**src/rtl/sweep_trainer.sv**
```systemverilog
module sweep_trainer #(
  parameter int unsigned CLK_NS       = 10,
  parameter int unsigned SETTLE_NS    = 10000,
  parameter int unsigned PRIME_TMO_NS = 2000000,
  parameter int unsigned TEST_TMO_NS  = 10000,
  parameter logic [31:0] WIN_ADDR     = 32'h0070_0000,
  parameter logic [31:0] COARSE_ADDR  = 32'h0011_11E0,
  parameter logic [31:0] FINE_ADDR    = 32'h0010_0720,
  parameter logic [31:0] CTRL_ADDR    = 32'h0010_0080,
  parameter logic [31:0] TRIG_ADDR    = 32'h0010_053C,
  parameter logic [31:0] STAT_ADDR    = 32'h0010_0560
) (
  input  logic        clk,
  input  logic        rst_n,
  input  logic        start,
  output logic [31:0] bus_addr,
  output logic [31:0] bus_wdata,
  output logic        bus_we,
  output logic        bus_re,
  input  logic [31:0] bus_rdata,
  input  logic        bus_ready,
  output logic        res_we,
  output logic [5:0]  res_idx,
  output logic [31:0] res_data,
  output logic        done,
  output logic        timeout
);
  localparam int unsigned SETTLE_CYC = SETTLE_NS / CLK_NS;
  localparam int unsigned PRIME_CYC  = PRIME_TMO_NS / CLK_NS;
  localparam int unsigned TEST_CYC   = TEST_TMO_NS / CLK_NS;
  localparam logic [31:0] TRIG_WORD  = 32'h8000_3002;
  localparam logic [31:0] ACC_SEED   = 32'h8300_FFFF;

  typedef enum logic [3:0] {
    S_IDLE, S_WAKE, S_SETTLE, S_COARSE, S_FINE,
    S_CRD, S_CWR, S_TRIG, S_POLL, S_STORE
  } st_t;

  st_t         st;
  logic [1:0]  coarse_off;
  logic [3:0]  fine;
  logic [1:0]  test;
  logic        prime;
  logic [31:0] ctrl_q;
  logic [31:0] acc;
  logic [31:0] tmr;
  logic [31:0] poll_lim;
  logic [2:0]  coarse_val;

  assign coarse_val = {1'b0, coarse_off} + 3'd3;
  assign poll_lim   = prime ? PRIME_CYC : TEST_CYC;
  assign bus_re     = (st == S_WAKE) || (st == S_CRD) || (st == S_POLL);
  assign bus_we     = (st == S_COARSE) || (st == S_FINE) || (st == S_CWR) || (st == S_TRIG);
  assign res_we     = (st == S_STORE);
  assign res_idx    = {coarse_off, fine};
  assign res_data   = acc;
  assign done       = (st == S_STORE) && (res_idx == 6'd63);

  always_comb begin
    bus_addr  = '0;
    bus_wdata = '0;
    case (st)
      S_WAKE:   bus_addr = WIN_ADDR;
      S_COARSE: begin
        bus_addr  = COARSE_ADDR;
        bus_wdata = 32'h0200_0000 | ({29'd0, coarse_val} * 32'h101);
      end
      S_FINE: begin
        bus_addr  = FINE_ADDR;
        bus_wdata = {8{fine}};
      end
      S_CRD:    bus_addr = CTRL_ADDR;
      S_CWR: begin
        bus_addr  = CTRL_ADDR;
        bus_wdata = prime ? (ctrl_q | 32'h20) : (ctrl_q & ~32'h20);
      end
      S_TRIG: begin
        bus_addr  = TRIG_ADDR;
        bus_wdata = TRIG_WORD;
      end
      S_POLL:   bus_addr = STAT_ADDR;
      default:  ;
    endcase
  end

  always_ff @(posedge clk) begin
    if (!rst_n) begin
      st <= S_IDLE; coarse_off <= '0; fine <= '0; test <= '0; prime <= 1'b1;
      ctrl_q <= '0; acc <= '0; tmr <= '0; timeout <= 1'b0;
    end else begin
      case (st)
        S_IDLE: if (start) begin
          st <= S_WAKE; coarse_off <= '0; fine <= '0; prime <= 1'b1; timeout <= 1'b0;
        end
        S_WAKE: if (bus_ready) begin st <= S_SETTLE; tmr <= '0; end
        S_SETTLE: begin
          if (tmr >= SETTLE_CYC - 1) st <= S_COARSE;
          else tmr <= tmr + 32'd1;
        end
        S_COARSE: if (bus_ready) st <= S_FINE;
        S_FINE:   if (bus_ready) st <= S_CRD;
        S_CRD:    if (bus_ready) begin ctrl_q <= bus_rdata; st <= S_CWR; end
        S_CWR:    if (bus_ready) st <= S_TRIG;
        S_TRIG:   if (bus_ready) begin st <= S_POLL; tmr <= '0; end
        S_POLL: begin
          tmr <= tmr + 32'd1;
          if (bus_ready && (bus_rdata[31] || tmr >= poll_lim)) begin
            if (!bus_rdata[31]) timeout <= 1'b1;
            if (prime) begin
              prime <= 1'b0; acc <= ACC_SEED; test <= '0; st <= S_CRD;
            end else begin
              acc <= acc & bus_rdata;
              if (test == 2'd3) st <= S_STORE;
              else begin test <= test + 2'd1; st <= S_CRD; end
            end
          end
        end
        S_STORE: begin
          prime <= 1'b1;
          if (fine == 4'hF) begin
            fine <= '0;
            if (coarse_off == 2'd3) st <= S_IDLE;
            else begin coarse_off <= coarse_off + 2'd1; st <= S_COARSE; end
          end else begin
            fine <= fine + 4'd1; st <= S_FINE;
          end
        end
        default: st <= S_IDLE;
      endcase
    end
  end
endmodule


```
**config.mk**
```make
export PLATFORM = sky130hd
export DESIGN_NAME = sweep_trainer
export DESIGN_NICKNAME = d
export VERILOG_FILES = /design/src/rtl/sweep_trainer.sv
export SDC_FILE = /design/constraint.sdc
export NUM_CORES = 1
export LEC_CHECK = 0
export BUFFER_PORTS_ARGS = -buffer_cell sky130_fd_sc_hd__clkbuf_2
export CAP_MARGIN = 10
export CORE_MARGIN = 2
export CORE_UTILIZATION = 51
export CTS_CLUSTER_SIZE = 14
export DETAILED_ROUTE_END_ITERATION = 10
export PLACE_DENSITY = 0.85
export SYNTH_ARGS = -nofsm -noshare
export SYNTH_HDL_FRONTEND = slang
export SYNTH_SLANG_ARGS = --single-unit
```
**constraint.sdc**
```tcl
create_clock -name clk -period 6.4 [get_ports clk]
set_input_delay 0.64 -clock clk [delete_from_list [all_inputs] [get_ports clk]]
set_output_delay 0.64 -clock clk [all_outputs]
set_load 0.03 [all_outputs]
```
== Yosys cells after proc, flatten, opt, wreduce, memory -nomap -nowiden ==
Cells that the tools add are included.

* Flip-flop bits (word level): 110
* Bits of input ports: 36
* Output and inout bits: 107
* Word-level logic and storage cells: 108

* Add/subtract/negate cells: 5
* $mul: 1
* Order comparisons: 2
* Equality and inequality tests: 28
* Multiplexer cells: 38
* Bitwise gates (word level): 1
* Reductions and logical operators: 24

{| class="wikitable"
|+ Operators with widths
! operator !! count
|-
| $pmux W23 S6 || 1
|-
| $pmux W32 S4 || 1
|-
| $mux W32 || 3
|-
| $pmux W32 S3 || 1
|-
| $mux W4 || 14
|-
| $pmux W4 S10 || 1
|-
| $add A32 B1 Y32 const B || 1
|-
| $and A32 B32 Y32 || 1
|-
| $ge A32 B10 Y1 const B || 1
|-
| $ge A32 B18 Y1 || 1
|-
| $ne A2 B2 Y1 const B || 12
|-
| $mux W18 || 1
|-
| $eq A4 B3 Y1 const B || 4
|-
| $eq A4 B4 Y1 const B || 3
|-
| $mul A3 B9 Y12 const B || 1
|-
| $mux W2 || 6
|-
| $reduce_and A3 Y1 || 3
|-
| $reduce_and A9 Y1 || 1
|-
| $eq A4 B2 Y1 const B || 2
|-
| $pmux W4 S2 || 1
|-
| $reduce_and A4 Y1 || 2
|-
| $eq A6 B6 Y1 const B || 1
|-
| $logic_or A1 B1 Y1 || 6
|-
| $mux W6 || 1
|-
| other kinds (16) || 30
|}

== Logic depth before layout (Yosys ltp) ==
* Depth in word-level cells: 6
* Mapped depth: 12

== Worst setup path after synthesis ==
Ideal clock, no wire load.

* Path type: register to output
* From: register st[0]
* To: output bus_wdata[13]
* Arrival time: 2338 ps
* Data required time: 5760 ps
* Setup slack: 3422 ps
* Stages on the path, launching flop included: 7
* Buffers on the path: 1
* Cell sequence: dfxtp_1 clkbuf_1 inv_1 nand2_1 nor3_1 nand2_1 o21ai_0

* Longest elaborated chain between the ends: 2

{| class="wikitable"
|+ Ends and longest elaborated chain
! item !! line !! RTL
|-
| from (decl) || 39 || <nowiki>st_t st;</nowiki>
|-
| from (signal assigned) || 88 || <nowiki>st <= S_IDLE; coarse_off <= '0; fine <= '0; test <= '0; prime <= 1'b1;</nowiki>
|-
| from (signal assigned) || 93 || <nowiki>st <= S_WAKE; coarse_off <= '0; fine <= '0; prime <= 1'b1; timeout <= 1'b0;</nowiki>
|-
| from (signal assigned) || 95 || <nowiki>S_WAKE: if (bus_ready) begin st <= S_SETTLE; tmr <= '0; end</nowiki>
|-
| $eq A4 B3 Y1 or $eq A4 B2 Y1 (tied branches) || 62 || <nowiki>case (st)</nowiki>
|-
| $pmux W32 S4 * || 62 ||
|-
| to (decl) || 17 || <nowiki>output logic [31:0] bus_wdata,</nowiki>
|}

Every way passes the cells marked *; elsewhere a longest branch is shown, timed or not.

== Final worst setup path ==
* From: register prime
* To: register acc[31], in the netlist res_data[31]

* Longest elaborated chain between the ends: 5

{| class="wikitable"
|+ Ends and longest elaborated chain
! item !! line !! RTL
|-
| from (decl) || 43 || <nowiki>logic prime;</nowiki>
|-
| from (signal assigned) || 88 ||
|-
| from (signal assigned) || 93 ||
|-
| from (signal assigned) || 110 || <nowiki>prime <= 1'b0; acc <= ACC_SEED; test <= '0; st <= S_CRD;</nowiki>
|-
| $mux W18 || 51 || <nowiki>assign poll_lim = prime ? PRIME_CYC : TEST_CYC;</nowiki>
|-
| $ge A32 B18 Y1 || 107 || <nowiki>if (bus_ready && (bus_rdata[31] || tmr >= poll_lim)) begin</nowiki>
|-
| $logic_or A1 B1 Y1 || 107 ||
|-
| $logic_and A1 B1 Y1 || 107 ||
|-
| $reduce_and A2 Y1 (no line) || -- ||
|-
| to (signal assigned) || 112 || <nowiki>acc <= acc & bus_rdata;</nowiki>
|-
| to (decl) || 45 || <nowiki>logic [31:0] acc;</nowiki>
|}

Parallel ways exist; a longest one is shown, timed or not.
A chain may end at the register's enable or synchronous reset.

==> qor.yml <==
outcome:
  outcome: "finished, final reports clean"
detailed_routing:
  drt_iter0_drc: 557
  wl_per_cell_um: 15.0
  dr.pass1.iters: 7
  vias: 5329
  via_per_inst: 5.68
  totalWireLength_um: 14000
  antenna_left: 0
  drcViolationCount: 0
synth:
  synth_top_area_share_pct: 39.4
  syn_area_um2: 5540
  yosysWarnings: 0
  synthArstFlopShare_pct: 0
  synth.distinct_cells: 54
  yosysSeqAreaShare_pct: 39.4
  synthCells: 698
  yosys.area.top_type: "dfxtp_1"
  ys.flop_type: "dfxtp_1"
  synthTopCellsByArea: "dfxtp_1, nand2_1, mux2i_1"
  synth_edf_count: 0
  syn_area_per_cell_um2: 7.94
  synth-seq-cells: 109
die:
  die_x_um: 108
  dieArea_um2: 11700
  die_h_um: 108
  ios: 143
  rows: 38
  core_region_area_um2: 10700
  floorplan.initialDensity_pct: 51.8
place:
  portBuffers: 124
  placedCellCount: 923
  pre_cts_slack_ns: 2.90
  gp_congestion: 0.865
  dp_hpwl_um: 10000
  place_area_um2: 6100
sta:
  rsz0062_at_grt: "no"
  clock.fmax_ghz: 0.281
  setup_violations: 0
  post-route-period-util_pct: 55.6
  hold_violations: 0
  maxSlewHeadroom_pct: 37.7
  layout_min_cycle_time_ns: 3.56
  setup_tns_ns: 0
  worst_pin_slew_ns: 0.930
  maxSlewViolCount: 0
  final.setup_skew_ns: 0.0142
  postLayoutSetupSlackWorst_ns: 2.84
pwr:
  p_leak_nw: 3.13
  p_per_area_nw_per_um2: 238
  finalPower_mw: 1.50
  ir_drop_mv: 0.187
grt:
  grt_pass1_vias: 4606
  grtUsageTotal_pct: 24.0
  grt_overflow: 0
  grt_max_degree: 43
  grt_pass1_wl_um: 22400
  antenna_found_initial: 0
clock_network:
  root_buffer: "clkbuf_8"
  cts.sinks: 109
  cts_resized: 0
  htreeDepth: 3
  numCtsBuffers: 9
  cts.path.max_buffers: 2
  cts_tree: "built"
  hold_buffers: 0
  cts_setup_buffers: 0
  clkLatencyLatePin_ns: 0.38
  path_clk_slew_ns: 0.11
worst_setup_path:
  start_kind: "flip-flop"
  crit_path_end_kind: "flip-flop"
  path_max_fanout: 37
  worstPathRequired_ns: 6.65
  critPathArrivalTime_ns: 3.81
  critPathKind: "reg -> reg"
layout:
  final_area_um2: 6280
  insertedDiodeCount: 0
  instances_no_fill: 939
  area_growth_pct: 13.3
  final_nets: 844
  drive_gt1_share_pct: 19.1
job:
  drv_cap: 0
worst_hold_path:
  min_path_type: "reg -> reg"
[flip-flops by register name, indices dropped and copies added, names as in the netlist]
register    flops
st              4
ctrl_q         31
coarse_off      2
test            2
fine            4
timeout         1
prime           1
res_data       32
tmr            32
[cells by family after synthesis]
group                    after synthesis  synth area share (%)
buffers and inverters                 77                  7.27
multiplexers                          33                  5.96
flip-flops                           109                  39.4
AO/OA/AOI/OAI                        143                  16.5
other                                  1                0.0677
XOR/XNOR                              12                  1.90
adder cells (fa/ha/maj)               14                  3.16
AND/OR/NAND/NOR                      309                  25.8
[worst max-delay path, stage by stage, from the launching register on]
cell	delay [ns]
dfxtp_1	0.40
inv_1	0.58
ha_1	0.37
a21o_1	0.19
a211o_1	0.31
o31ai_1	0.31
a211o_1	0.17
buf_4	0.35
or3_1	0.57
o21ai_0	0.17
[cells in the final DEF, fill, tap and decap left out, types with 10 or more instances in the layout]
cell and instances:
a211oi_1 10, a21oi_1 48, clkbuf_2 124, conb_1 18, dfxtp_1 109, ha_1 14, inv_1 15, mux2i_1 33
nand2_1 137, nand3_1 17, nor2_1 76, o211ai_1 22, o21ai_0 26, or3_1 11, or4_1 10, xnor2_1 11
[routing by layer]
layer / vias to the layer above / GRT usage (%) / wire (um)
met2: 209 / 36.2 / 6420
met4: 0 / 10.7 / 354
met3: 27 / 3.38 / 849
met1: 2497 / 34.0 / 6420
li1: 2596 / - / -
met5: - / 0 / 0
[per-stage QoR]
step | util (%) | hold WS, ns
floorplan | - | 0.458
global placement | 57.0 | 0.424
detailed placement | 57.0 | 0.423
CTS | 58.7 | 0.438
global route | 58.7 | 0.456
finish | 58.7 | 0.434
[final timing paths]
path           startpoint  slack, ns  cells after the start      endpoint
min          res_data[22]       0.43                      2  res_data[22]
max reg2reg         prime       2.84                      9  res_data[31]
max                 prime       2.84                      9  res_data[31]
min reg2reg  res_data[22]       0.43                      2  res_data[22]
[layout make-up]
| cell class | instances | area, um2 |
|---|---|---|
| fillers | 1009 | 4420 |
| multi-input cells | 529 | 3020 |
| flip-flops and latches | 109 | 2180 |
| repair buffers | 129 | 658 |
| well taps | 140 | 175 |
| clock buffers | 9 | 124 |
| inverters | 16 | 60.1 |
| clock inverters | 7 | 55.1 |
[power by group]
group	leakage, nW	internal, mW	total (mW)	switching (mW)
combinational	2.16	0.110	0.368	0.258
sequential	0.878	0.692	0.732	0.0402
clock	0.0923	0.147	0.396	0.248
total	3.13	0.949	1.50	0.547
[cell usage after synthesis (2+ instances only)]
cell type	count
a21oi_1	48
and2_1	3
nor2_1	77
and3_1	9
or4b_1	2
o211a_1	2
nand4_1	8
nand2b_1	6
buf_1	3
nand2_1	137
o31ai_1	6
a211oi_1	10
a211o_1	4
o211ai_1	22
inv_1	15
a31o_2	2
nor4_1	3
o21ai_0	27
buf_2	7
ha_1	14
nor3_1	6
nor3b_1	2
a31oi_1	5
nand3_1	17
xnor2_1	11
clkbuf_1	24
nand3b_1	3
o311ai_0	2
or3_1	11
or4_1	10
a21o_1	6
mux2i_1	33
dfxtp_1	109
and4_1	5
nor2b_1	5
buf_4	26
No activity file was read; power rests on OpenSTA's default activity.
